--- src/rtl/llb_pkg.sv ---
package llb_pkg;
  typedef enum logic {
    HOST_STORE   = 1'b0,
    HOST_SETADDR = 1'b1
  } host_cmd_e;

  localparam int unsigned RST_SYNC_STAGES = 2;
endpackage

--- src/rtl/llb_rst_sync.sv ---
module llb_rst_sync #(
  parameter int STAGES = 2
) (
  input  logic clk,
  input  logic rst_n,
  output logic rst_sync_n
);
  logic [STAGES-1:0] sync_q;
  logic [STAGES-1:0] sync_d;

  always_comb begin
    sync_d = {sync_q[STAGES-2:0], 1'b1};
  end

  always_ff @(posedge clk or negedge rst_n) begin
    if (!rst_n) sync_q <= '0;
    else        sync_q <= sync_d;
  end

  assign rst_sync_n = sync_q[STAGES-1];
endmodule

--- src/rtl/llb_wr_ctrl.sv ---
module llb_wr_ctrl
  import llb_pkg::*;
#(
  parameter int DATA_W   = 8,
  parameter int HALF_AW  = 4,
  parameter int MAX_WORD = (1 << HALF_AW) - 1
) (
  input  logic               clk,
  input  logic               rst_n,
  input  logic               cmd_valid,
  input  logic               cmd_set_addr,
  input  logic [DATA_W-1:0]  cmd_data,
  output logic               mem_we,
  output logic [DATA_W-1:0]  mem_wdata,
  output logic [HALF_AW-1:0] wr_ptr
);
  localparam logic [HALF_AW-1:0] PTR_LAST = HALF_AW'(MAX_WORD);
  localparam logic [31:0]        LIMIT    = 32'(MAX_WORD);

  logic [HALF_AW-1:0] ptr_q, ptr_d;
  host_cmd_e          kind;

  always_comb begin
    kind      = host_cmd_e'(cmd_set_addr);
    ptr_d     = ptr_q;
    mem_we    = 1'b0;
    mem_wdata = cmd_data;
    if (cmd_valid) begin
      if (kind == HOST_SETADDR) begin
        ptr_d = (32'(cmd_data) < LIMIT) ? HALF_AW'(cmd_data) : '0;
      end else begin
        mem_we = 1'b1;
        ptr_d  = (ptr_q == PTR_LAST) ? '0 : ptr_q + 1'b1;
      end
    end
  end

  always_ff @(posedge clk or negedge rst_n) begin
    if (!rst_n)         ptr_q <= '0;
    else if (cmd_valid) ptr_q <= ptr_d;
  end

  assign wr_ptr = ptr_q;
endmodule

--- src/rtl/llb_play_ctrl.sv ---
module llb_play_ctrl #(
  parameter int DATA_W   = 8,
  parameter int HALF_AW  = 4,
  parameter int MAX_WORD = (1 << HALF_AW) - 1
) (
  input  logic                      clk,
  input  logic                      rst_n,
  input  logic                      play_en,
  input  logic                      line_restart,
  input  logic                      swap_req,
  output logic                      disp_half,
  output logic                      swap_pending,
  output logic [HALF_AW-1:0]        row,
  output logic [$clog2(DATA_W)-1:0] col,
  output logic                      pix_vld
);
  localparam int               COL_W    = $clog2(DATA_W);
  localparam logic [COL_W-1:0] COL_LAST = COL_W'(DATA_W - 1);
  localparam logic [HALF_AW-1:0] ROW_LAST = HALF_AW'(MAX_WORD);

  logic [HALF_AW-1:0] row_q, row_d;
  logic [COL_W-1:0]   col_q, col_d;
  logic               half_q, half_d;
  logic               pend_q, pend_d;
  logic               step;

  always_comb begin
    row_d  = row_q;
    col_d  = col_q;
    half_d = half_q;
    pend_d = pend_q | swap_req;
    step   = play_en & ~line_restart;
    if (line_restart) begin
      row_d  = '0;
      col_d  = '0;
      half_d = (pend_q | swap_req) ? ~half_q : half_q;
      pend_d = 1'b0;
    end else if (step) begin
      if (col_q == COL_LAST) begin
        col_d = '0;
        row_d = (row_q == ROW_LAST) ? '0 : row_q + 1'b1;
      end else begin
        col_d = col_q + 1'b1;
      end
    end
  end

  always_ff @(posedge clk or negedge rst_n) begin
    if (!rst_n) begin
      row_q  <= '0;
      col_q  <= '0;
      half_q <= 1'b0;
      pend_q <= 1'b0;
    end else begin
      if (step | line_restart) begin
        row_q <= row_d;
        col_q <= col_d;
      end
      if (line_restart) half_q <= half_d;
      pend_q <= pend_d;
    end
  end

  assign disp_half    = half_q;
  assign swap_pending = pend_q;
  assign row          = row_q;
  assign col          = col_q;
  assign pix_vld      = step;
endmodule

--- src/rtl/llb_dpram.sv ---
module llb_dpram #(
  parameter int AW = 5,
  parameter int DW = 8
) (
  input  logic          clk,
  input  logic          rst_n,
  input  logic          we,
  input  logic [AW-1:0] waddr,
  input  logic [DW-1:0] wdata,
  input  logic [AW-1:0] raddr,
  output logic [DW-1:0] rdata
);
  localparam int DEPTH = 1 << AW;

  logic [DW-1:0] mem_q [DEPTH];
  logic [AW-1:0] raddr_q;
  logic [DW-1:0] rdata_q;

  always_ff @(posedge clk) begin
    if (we) mem_q[waddr] <= wdata;
  end

  always_ff @(posedge clk or negedge rst_n) begin
    if (!rst_n) begin
      raddr_q <= '0;
      rdata_q <= '0;
    end else begin
      raddr_q <= raddr;
      rdata_q <= mem_q[raddr_q];
    end
  end

  assign rdata = rdata_q;
endmodule

--- src/rtl/laser_line_buffer.sv ---
module laser_line_buffer
  import llb_pkg::*;
#(
  parameter int DATA_W   = 8,
  parameter int HALF_AW  = 4,
  parameter int MAX_WORD = (1 << HALF_AW) - 1
) (
  input  logic              clk,
  input  logic              rst_n,
  input  logic              host_valid,
  input  logic              host_set_addr,
  input  logic [DATA_W-1:0] host_data,
  input  logic              swap_req,
  input  logic              play_en,
  input  logic              line_restart,
  input  logic              dbg_mode,
  output logic              laser_out,
  output logic              fill_half,
  output logic              swap_pending
);
  localparam int MEM_AW = HALF_AW + 1;
  localparam int COL_W  = $clog2(DATA_W);

  logic               rst_sync_n;
  logic               mem_we;
  logic [DATA_W-1:0]  mem_wdata;
  logic [HALF_AW-1:0] wr_ptr;
  logic               disp_half;
  logic [HALF_AW-1:0] play_row;
  logic [COL_W-1:0]   play_col;
  logic               pix_vld;
  logic [DATA_W-1:0]  rd_word;
  logic [MEM_AW-1:0]  mem_waddr;
  logic [MEM_AW-1:0]  mem_raddr;

  logic [COL_W-1:0] col_d1_q, col_d2_q;
  logic             vld_d1_q, vld_d2_q;
  logic             laser_q, laser_d;

  llb_rst_sync #(.STAGES(RST_SYNC_STAGES)) u_rst (
    .clk        (clk),
    .rst_n      (rst_n),
    .rst_sync_n (rst_sync_n)
  );

  llb_wr_ctrl #(.DATA_W(DATA_W), .HALF_AW(HALF_AW), .MAX_WORD(MAX_WORD)) u_wr (
    .clk          (clk),
    .rst_n        (rst_sync_n),
    .cmd_valid    (host_valid),
    .cmd_set_addr (host_set_addr),
    .cmd_data     (host_data),
    .mem_we       (mem_we),
    .mem_wdata    (mem_wdata),
    .wr_ptr       (wr_ptr)
  );

  llb_play_ctrl #(.DATA_W(DATA_W), .HALF_AW(HALF_AW), .MAX_WORD(MAX_WORD)) u_play (
    .clk          (clk),
    .rst_n        (rst_sync_n),
    .play_en      (play_en),
    .line_restart (line_restart),
    .swap_req     (swap_req),
    .disp_half    (disp_half),
    .swap_pending (swap_pending),
    .row          (play_row),
    .col          (play_col),
    .pix_vld      (pix_vld)
  );

  assign fill_half = ~disp_half;
  assign mem_waddr = {fill_half, wr_ptr};
  assign mem_raddr = {disp_half, play_row};

  llb_dpram #(.AW(MEM_AW), .DW(DATA_W)) u_mem (
    .clk   (clk),
    .rst_n (rst_sync_n),
    .we    (mem_we),
    .waddr (mem_waddr),
    .wdata (mem_wdata),
    .raddr (mem_raddr),
    .rdata (rd_word)
  );

  // Bit position and valid follow the two memory stages.
  always_comb begin
    laser_d = vld_d2_q & (dbg_mode ? col_d2_q[0] : rd_word[col_d2_q]);
  end

  always_ff @(posedge clk or negedge rst_sync_n) begin
    if (!rst_sync_n) begin
      col_d1_q <= '0;
      col_d2_q <= '0;
      vld_d1_q <= 1'b0;
      vld_d2_q <= 1'b0;
      laser_q  <= 1'b0;
    end else begin
      col_d1_q <= play_col;
      col_d2_q <= col_d1_q;
      vld_d1_q <= pix_vld;
      vld_d2_q <= vld_d1_q;
      laser_q  <= laser_d;
    end
  end

  assign laser_out = laser_q;
endmodule

--- config.mk ---
export PLATFORM = sky130hd
export DESIGN_NAME = laser_line_buffer
export DESIGN_NICKNAME = d
export VERILOG_FILES = /design/src/rtl/llb_pkg.sv /design/src/rtl/llb_rst_sync.sv /design/src/rtl/llb_wr_ctrl.sv /design/src/rtl/llb_play_ctrl.sv /design/src/rtl/llb_dpram.sv /design/src/rtl/laser_line_buffer.sv
export SDC_FILE = /design/constraint.sdc
export NUM_CORES = 1
export LEC_CHECK = 0
export BUFFER_PORTS_ARGS = -buffer_cell sky130_fd_sc_hd__buf_2
export CAP_MARGIN = 40
export CORE_ASPECT_RATIO = 0.75
export CORE_MARGIN = 2
export CORE_UTILIZATION = 62
export DETAILED_ROUTE_END_ITERATION = 6
export GPL_TIMING_DRIVEN = 0
export MAX_ROUTING_LAYER = met4
export PLACE_DENSITY = 0.75
export SLEW_MARGIN = 10
export SYNTH_ARGS = -nofsm -noshare
export SYNTH_HDL_FRONTEND = slang
export SYNTH_SLANG_ARGS = --single-unit
--- constraint.sdc ---
create_clock -name clk -period 1.5 [get_ports clk]
set_clock_uncertainty 0.2 [all_clocks]
set_input_delay 0.3 -clock clk [delete_from_list [all_inputs] [get_ports clk]]
set_output_delay 0.3 -clock clk [all_outputs]
set_load 0.05 [all_outputs]
# Word level (Yosys, flattened, before mapping)
# Memory sizes are Yosys's and may differ from the RTL's. A register that Yosys moved wholly into a read port is not among the register bits.
# Index checks and enable logic that the tools add are counted.
[totals]
inputBits = 16
n_memories = 1
ff_bits = 29
output_inout_bits = 3
ram_bits = 256
wordCells = 51
[mem_list]
columns = ["name", "words", "word_bits", "rd", "rd_clocked_by_memory_dff", "wr", "line", "text"]
rows = [
  ["u_mem.mem_q", 32, 8, 1, 1, 1, "llb_dpram.sv:15", "logic [DW-1:0] mem_q [DEPTH];"],
]
[classes]
n_mux = 18
eq_ne = 3
n_reduce_logical = 6
n_lt_le_gt_ge = 2
n_addsub = 3
bitwise = 6
[op_table]
columns = ["operator", "n"]
rows = [
  ["$mux W4", 7],
  ["$mux W3", 3],
  ["$add A4 B1 Y4 const B", 2],
  ["$eq A4 B4 Y1 const B", 2],
  ["$lt A8 B4 Y1 const B", 1],
  ["$mux W1", 7],
  ["$lt A3 B4 Y1 const B", 1],
  ["$reduce_and A2 Y1", 2],
  ["$reduce_bool A2 Y1", 2],
  ["$add A3 B1 Y3 const B", 1],
  ["$bmux W1 S3", 1],
  ["$eq A3 B3 Y1 const B", 1],
  ["$reduce_and A3 Y1", 1],
  ["$and A1 B1 Y1", 2],
  ["$not A1 Y1", 2],
  ["$or A1 B1 Y1", 2],
  ["$logic_not A1 Y1", 1],
]

# Depth between registers and ports, before layout
# Gate-level depths: netlist (run 1).
[logic_depth]
word_depth = 5
ltp_mapped = 6
depth_no_buf = 6

# By module
# Synthesis (run 1) repeated with hierarchy kept, for this count alone.
[unflattened]
cells_unflattened = 529
hier_area_um2 = 11379.7
[by_module_without_submodules]
columns = ["module", "n_inst", "cells_each", "area_each_um2"]
rows = [
  ["llb_dpram", 1, 422, 10218.6],
  ["llb_play_ctrl", 1, 43, 445.4],
  ["llb_wr_ctrl", 1, 41, 346.6],
  ["laser_line_buffer", 1, 20, 315.3],
  ["llb_rst_sync", 1, 3, 53.8],
]

# Worst setup path after synthesis (run 1)
# No wires, ideal clock.
[synth_timing]
path_type = "reg-to-reg"
start = "register u_mem.raddr_q[2]"
end = "register u_mem.rdata_q[0] (netlist: u_mem.rdata[0]) (read register of u_mem.mem_q)"
synth_period_minus_slack_ps = 2315
setup_slack_ps = -815
t_arrival_ps = 1991
path_buffers = 2
path_stages_with_launch = 6
cell_sequence = "dfrtp_1 -> clkbuf_1 -> clkbuf_1 -> mux4_2 -> mux4_2 -> mux2_2"
[synth_rtl]
columns = ["element", "line", "text"]
rows = [
  ["start: declaration", "llb_dpram.sv:16", "logic [AW-1:0] raddr_q;"],
  ["start signal: assignment", "llb_dpram.sv:28", "raddr_q <= raddr;"],
  ["end: declaration", "llb_dpram.sv:17", "logic [DW-1:0] rdata_q;"],
]

==> results of run 1 <==
## what timing repair did
| action | CTS | global route |
|---|---|---|
| endpoints found under the hold margin | 9 | 0 |
| hold buffers | 6 | 0 |
| cloned | 1 | 1 |
| pin swaps | 35 | 32 |
| gates resized for setup | 64 | 27 |
| endpoints found under the setup margin | 273 | 278 |
| setup buffers | 47 | 9 |
## worst paths after layout
| kind | start | slack (ps) | endpoint |
|---|---|---|---|
| max in group asynchronous | u_rst.sync_q[1] | 300 | col_d2_q[1] |
| min in group asynchronous | u_rst.sync_q[1] | 180 | u_play.swap_pending |
| max | u_mem.raddr_q[1] | -960 | u_mem.rdata[0] |
| min reg2reg | col_d1_q[1] | 150 | col_d2_q[1] |
| min | host_set_addr | 50 | u_wr.wr_ptr[2] |
| max reg2reg | u_mem.raddr_q[1] | -960 | u_mem.rdata[0] |
## placed cells by master, fill, tap and decap left out, types with 8 or more instances in the layout
cell type,n
edfxtp_1,256
mux4_2,82
nor2_4,32
dfrtp_1,31
clkbuf_16,28
buf_12,23
buf_6,22
buf_4,17
buf_2,14
nor2_1,10
clkbuf_1,8
## power breakdown
group	total [mW]	internal, mW	switching (mW)
Combinational	1.89	0.833	1.06
Clock	6.59	3.80	2.79
Sequential	9.23	9.09	0.139
## per-stage QoR
stage / util, % / TNS, ps / instance area [sq um]
finish: 79.2 / -62390 / 14000
global route: 79.2 / -73450 / 14000
CTS: 78.4 / -65190 / 13900
detailed placement: 68.6 / -120450 / 12200
global placement: 68.6 / -122660 / 12200
floorplan: - / -72430 / 11800
## worst max-delay path, delay by kind of cell (launching register included)
kind     cells  cell delay [ps]
buf+inv      2              360
mux          3             1380
flops        1              380
## per-layer routing
layer	track usage (%)	wire length, um	vias up	part of all wire, %
li1	-	-	2350	-
met1	40.5	10400	3026	40
met2	44.5	12800	268	49
met3	6.07	2080	58	8.0
met4	8.81	791	0	3.0
met5	-	0	-	0
## final cells by class
class / instances / area (sq um)
buffer: 23 / 256
fill: 868 / 3690
timing repair buffer: 73 / 853
clock buffer: 32 / 694
multi-input combinational: 199 / 3110
clock inverter: 16 / 150
inverter: 5 / 32.5
sequential: 293 / 8620
antenna: 1 / 2.50
tap: 242 / 303
## sequential cells by signal (all words and copies together), names as in the netlist
name and count:
col_d1_q 3, col_d2_q 3, laser_out 1, u_mem.mem_q 256
u_mem.raddr_q 5, u_mem.rdata 8, u_play.col 3, u_play.disp_half 1
u_play.row 4, u_play.swap_pending 1, u_rst.sync_q 2, u_wr.wr_ptr 4
vld_d1_q 1, vld_d2_q 1
## Yosys cell counts, drive strengths merged
library cell	n	area [sq um]
mux4	82	1850
and3	1	6.26
a32oi	1	8.76
clkbuf	10	37.5
nand2	11	41.3
a21o	1	7.51
a21boi	1	7.51
nor3	1	5.00
ha	7	87.6
xor2	1	8.76
or3	3	18.8
a22o	1	8.76
nand3b	1	7.51
edfxtp	256	7690
nand4	2	12.5
a21oi	11	55.1
xnor2	1	8.76
o21ai	6	30.0
mux2	8	90.1
nand3	9	45.0
conb	1	3.75
dfrtp	37	926
mux2i	1	10.0
buf	13	80.1
inv	5	18.8
nor2b	3	18.8
nor4	1	6.26
nor2	42	158
or3b	1	8.76
a311oi	2	17.5
## kinds of logic after synthesis
family	Yosys count	share of synthesized area [%]
AO/OA/AOI/OAI	23	1.20
XOR/XNOR	2	0.155
adder cells (fa/ha/maj)	7	0.777
buffers and inverters	28	1.21
flip-flops	293	76.4
multiplexers	91	17.3
other	1	0.0333
AND/OR/NAND/NOR	75	2.91
==> out/metrics.cfg, run 1 <==
[floorplanning]
die_w_um = 160
start_util_pct = 63.6
boundaryPins = 19
die_h_um = 121
fp.dieArea_sq_um = 19300
core-area_sq_um = 17700
row_count = 42

[synth]
ys_seq_elements = 293
ys_seq_area_share_pct = 76.4
syn_nets = 543
syn_area_sq_um = 11300
syn-mean-instance-area_sq_um = 21.7
ys_types = 33
syn-instance-count = 520
yosys_warnings = 0

[placement]
place.detailed.hpwl_mm = 14.5
detailedPlace.worstSlack_ps = -1070
gp_congestion = 0.799
place_inst = 777
numPortBuffers = 15

[cts]
numCtsBuffers = 26
cts-root-buf = clkbuf_16
clkSlewWorstSetupHoldPaths_ps = 70
cts_max_path_buffers = 3
cts_tree = yes
htreeDepth = 1
cts.sinks = 293
insertion_delay_ps = 530

[layout]
finalNonFillerCells = 884
drive_above_1_share_pct = 45.2
area_growth_pct = 24.4
nNetsFinal = 644

[drt]
post_drt_via_cell_ratio = 6.45
firstDrtPassIters = 5
post_drt_wl_per_cell_um = 29.5
drc_errors = 0
vias = 5702
drt_iter0_markers = 658
antenna_left = 0
wirelength_mm = 26.1

[worst_setup_path]
max_stage_delay_ps = 550
cp_cell_sequence = buf_12 > buf_12 > mux4_2 > mux4_2 > mux2_4
arrival_ps = 2670
crit_slowest_cell = mux4_2
crit_type = register to register
required_ps = 1710
cp-end-kind = register
worstPathMaxFanout = 10
crit_path_start_kind = register
reg2reg_depth = 5

[timing]
finalWorstSetupSlack_ps = -964
min_period_ps = 2460
final_hold_viol_count = 0
fmax_mhz = 406
finalSetupViolations = 274
fin_crit_sh_pct = 164
relSlewSlack_pct = 41.4
drv_slew = 0
worst_slew_pin_slew_ps = 879
holdWs_ps = 47.1
rsz0062_at_grt = true

[global_routing]
grt_max_degree = 36
grt_pass1_wl_mm = 38.0
track_usage_pct = 29.0
antenna_found_initial = 2
grt-ovfl-total = 0
grt_pass1_vias = 5818

[status]
status = complete, but fails checks
violations = negative setup slack

[job]
max_cap_violations = 0

[worst_hold_path]
hold_path_class = input port to register
whs_path_depth = 3

[pwr]
p_total_mw = 17.7
powerDensity_nw_per_um2 = 1260
p_leak_nw = 4.46
ir_drop_mv = 0.914

(Power assumes the default switching activity.)
==> inputs of run 2 (changes only) <==
Settings changed: SETUP_SLACK_MARGIN from default to 0.02.
==> out/metrics.cfg, run 2 (same netlist as run 1, synthesis figures left out) <==
[status]
violations = negative setup slack
status = complete, but fails checks

[drt]
drt_iter0_markers = 620
firstDrtPassIters = 5
antenna_left = 0
vias = 5726
post_drt_wl_per_cell_um = 29.6
wirelength_mm = 26.2
post_drt_via_cell_ratio = 6.48
drc_errors = 0

[cts]
cts_max_path_buffers = 3
insertion_delay_ps = 530
cts_tree = yes
clkSlewWorstSetupHoldPaths_ps = 60
numCtsBuffers = 26
cts-root-buf = clkbuf_16
cts.sinks = 293
htreeDepth = 1

[timing]
fmax_mhz = 407
rsz0062_at_grt = true
finalSetupViolations = 274
finalSetupTns_ps = -63240
holdWs_ps = 54.9
worst_slew_pin_slew_ps = 865
fin_crit_sh_pct = 164
relSlewSlack_pct = 42.4
min_period_ps = 2460
finalWorstSetupSlack_ps = -958
final_hold_viol_count = 0
drv_slew = 0

[pwr]
combPwrFrac_pct = 10.7
power_switching_mw = 3.98
pwr-share-clk_pct = 37.2
swShare_pct = 22.5
p_leak_nw = 4.46
ir_drop_mv = 0.914
p_total_mw = 17.7
p_int_mw = 13.7
powerDensity_nw_per_um2 = 1260
seq_power_share_pct = 52.1

[floorplanning]
die_h_um = 121
die_w_um = 160
row_count = 42
core-area_sq_um = 17700
fp.dieArea_sq_um = 19300
boundaryPins = 19
start_util_pct = 63.6

[layout]
layout_commonest_cell = edfxtp_1
largest_register_ffs = 256
nNetsFinal = 644
drive_above_1_share_pct = 45.7
final_cell_mix = edfxtp_1, mux4_2, nor2_4
largest_register = u_mem.mem_q
utilization_pct = 79.3
area_growth_pct = 24.6
finalNonFillerCells = 884

[global_routing]
grt_max_degree = 36
grt_pass1_vias = 5819
grt_pass1_wl_mm = 38.0
grt-ovfl-total = 0
antenna_found_initial = 2
track_usage_pct = 29.0

[worst_setup_path]
required_ps = 1710
crit_type = register to register
worstPathMaxFanout = 9
arrival_ps = 2660
cp-end-kind = register
crit_path_start_kind = register

[placement]
place.detailed.hpwl_mm = 14.5
numPortBuffers = 15
gp_congestion = 0.799
place_inst = 777

[job]
max_cap_violations = 0

[worst_hold_path]
hold_path_class = input port to register

run 2: repair_timing:
action | CTS | global route
hold buffers | 6 | 0
resized for setup | 64 | 32
endpoints found under the hold margin | 9 | 0
setup buffers | 47 | 9
pin swaps | 35 | 32
setup endpoints to repair | 275 | 278
cloned | 1 | 1
run 2: worst paths after layout:
kind                                   from             endpoint  slack, ps  cells past startpoint
min in group asynchronous   u_rst.sync_q[1]  u_play.swap_pending        180                      0
max in group asynchronous   u_rst.sync_q[1]          col_d2_q[1]        300                      0
setup reg to reg           u_mem.raddr_q[1]       u_mem.rdata[0]       -960                      5
setup / recovery           u_mem.raddr_q[1]       u_mem.rdata[0]       -960                      5
hold / removal                host_set_addr       u_wr.wr_ptr[2]         50                      3
hold reg to reg                 col_d1_q[1]          col_d2_q[1]        150                      0
run 2: power by group through the flow:
stage	sequential [mW]	combinational, mW	clock, mW
after CTS	9.21	1.86	6.62
after floorplan	9.37	0.830	0
after global placement	9.40	1.16	0
after global routing	9.24	1.99	6.97
after detailed placement	9.41	1.20	0
final	9.23	1.90	6.59
run 2: critical path, cell delays in order, from the launching register on:
cell and delay (ps):
dfrtp_1 380, buf_12 190, buf_12 160, mux4_2 570, mux4_2 550, mux2_4 280
run 2: routing by layer:
metal	share of wire [%]	routed length, um	vias to the layer above	global-route usage [%]
met4	3.0	781	0	8.81
li1	-	-	2348	-
met1	39	10200	3030	40.5
met2	49	12800	288	44.5
met5	0	0	-	-
met3	9.1	2370	60	6.07
run 2: through the flow:
| stage | setup WS (ps) | area [sq um] |
|---|---|---|
| final | -958 | 14000 |
| after global routing | -977 | 14000 |
| after CTS | -950 | 13900 |
| after detailed placement | -1070 | 12200 |
| after global placement | -1050 | 12200 |
| after floorplan | -681 | 11800 |
run 2: area by class of cell:
class                   count  area [sq um]
repair buffers             73           857
clock inverters            16           150
inverters                   5          32.5
clock buffers              32           694
multi-input cells         199          3120
well taps                 242           303
diodes                      1          2.50
flip-flops and latches    293          8620
plain buffers              23           256
fillers                   864          3670
==> inputs of run 3 (changes only) <==
Settings changed: CELL_PAD_IN_SITES_DETAIL_PLACEMENT from default to 0, CELL_PAD_IN_SITES_GLOBAL_PLACEMENT from default to 1, CORE_UTILIZATION 62 to 55, PLACE_DENSITY 0.75 to 0.74.
==> out/metrics.cfg, run 3 (same netlist as run 1, synthesis figures left out) <==
[drt]
drc_errors = 0
antenna_left = 0
drt_iter0_markers = 590
firstDrtPassIters = 5
post_drt_via_cell_ratio = 6.14
post_drt_wl_per_cell_um = 27.3
vias = 5596
wirelength_mm = 24.9

[layout]
n_fill_cell = 1170
largest_register = u_mem.mem_q
layout_commonest_cell = edfxtp_1
area_growth_pct = 26.5
nNetsFinal = 655
final_cell_mix = edfxtp_1, mux4_2, buf_12, nor2_4, clkbuf_16
largest_register_ffs = 256
drive_above_1_share_pct = 45.0

[global_routing]
grt_pass1_vias = 5564
grt_pass1_wl_mm = 35.7
grt_max_degree = 36
met3_usage_pct = 4.04
antenna_found_initial = 2
grt-ovfl-total = 0
track_usage_pct = 24.1
use_met1_pct = 36.7
grtUsageMet2_pct = 35.3
busiest_layer = met1

[placement]
numPortBuffers = 15
place.detailed.hpwl_mm = 14.6
gp_congestion = 0.798

[worst_hold_path]
hold_path_class = register to asynchronous set/reset pin

[timing]
finalSetupViolations = 272
drv_slew = 0
holdWs_ps = 20.0
relSlewSlack_pct = 47.4
worst_slew_pin_slew_ps = 789
min_period_ps = 2420
fin_crit_sh_pct = 162
finalWorstSetupSlack_ps = -925
fmax_mhz = 412
final_hold_viol_count = 0
rsz0062_at_grt = true
finalSetupTns_ps = -62420

[cts]
cts_tree = yes
cts_max_path_buffers = 3
cts-root-buf = clkbuf_16
cts.sinks = 293
clkSlewWorstSetupHoldPaths_ps = 60
insertion_delay_ps = 530
htreeDepth = 1
numCtsBuffers = 29

[pwr]
p_leak_nw = 4.56
powerDensity_nw_per_um2 = 1270
p_total_mw = 18.1
ir_drop_mv = 0.818

[status]
status = complete, but fails checks
violations = negative setup slack

[job]
max_cap_violations = 0

[worst_setup_path]
reg2reg_depth = 5
crit_path_start_kind = register
required_ps = 1720
startpoint = u_mem.raddr_q[1]
reg2reg_from = u_mem.raddr_q[1]
worstPathMaxFanout = 10
reg2reg_slack_ps = -920
crit_type = register to register
arrival_ps = 2640
cp-end-kind = register
endpoint = u_mem.rdata[2]
r2r_end = u_mem.rdata[2]

[floorplanning]
boundaryPins = 19
die_h_um = 128
core-area_sq_um = 20200
fp.dieArea_sq_um = 21700
die_w_um = 169
row_count = 45
start_util_pct = 55.9

==> run 3: changes by cell type in the layout (fill, tap and decap cells not counted), sizes merged <==
cell	previous run	this run
clkbuf	42	55
clkinv	13	5
buf	80	85
dlygate4sd3	6	8
bufinv	3	2
inv	4	5
==> run 3: layer usage <==
layer	share of wire, %	vias up
met5	0	-
met3	6.6	40
met1	45	2963
met4	1.9	0
li1	-	2366
met2	46	227
==> run 3: how the worst min path moves through the flow <==
stage / endpoint / slack, ps / start / cells after the start
after detailed placement: u_rst.sync_q[0] / -110 / rst_n / 1
final: u_play.disp_half / 20 / u_rst.sync_q[1] / 1
after global routing: u_play.disp_half / 50 / u_rst.sync_q[1] / 1
after CTS: u_wr.wr_ptr[3] / 20 / host_set_addr / 3
after floorplan: u_rst.sync_q[0] / -200 / rst_n / 0
after global placement: u_rst.sync_q[1] / -110 / rst_n / 1
==> run 3: what timing repair did <==
action,4_1_cts,5_1_grt
setup buffers,51,6
hold buffers,8,0
gates resized for setup,54,16
cloned,0,3
endpoints found under the setup margin,273,276
pin swaps,42,23
endpoints found under the hold margin,16,0
==> run 3: cell type report <==
type	instances	area, sq um	area share [%]
Tap cell	258	323	2.26
Timing Repair Buffer	82	1050	7.34
Clock inverter	8	91.3	0.641
Clock buffer	44	832	5.83
Sequential cell	293	8620	60.5
Antenna cell	1	2.50	0.0175
Inverter	5	30.0	0.211
Multi-Input combinational cell	199	3040	21.3
Buffer	22	273	1.91
==> run 3: critical path: stages (launching register included) <==
cell and delay, ps:
dfrtp_2 400, buf_12 160, buf_12 160, mux4_2 570, mux4_2 530, mux2_4 280
==> run 3: where the power goes <==
group,internal (mW),total [mW],switching [mW]
clock,4.15,7.03,2.88
sequential,9.09,9.19,0.0999
combinational,0.849,1.90,1.05
total,14.1,18.1,4.03
==> run 3: stage by stage <==
| step | setup slack, ps | std cells | utilization (%) | instance area (sq um) |
|---|---|---|---|---|
| final | -925 | 912 | 70.7 | 14300 |
| after global routing | -962 | 912 | 70.7 | 14300 |
| after CTS | -950 | 904 | 69.9 | 14100 |
| after detailed placement | -1090 | 793 | 60.4 | 12200 |
| after global placement | -1080 | 793 | 60.4 | 12200 |
| after floorplan | -681 | 520 | - | 11800 |
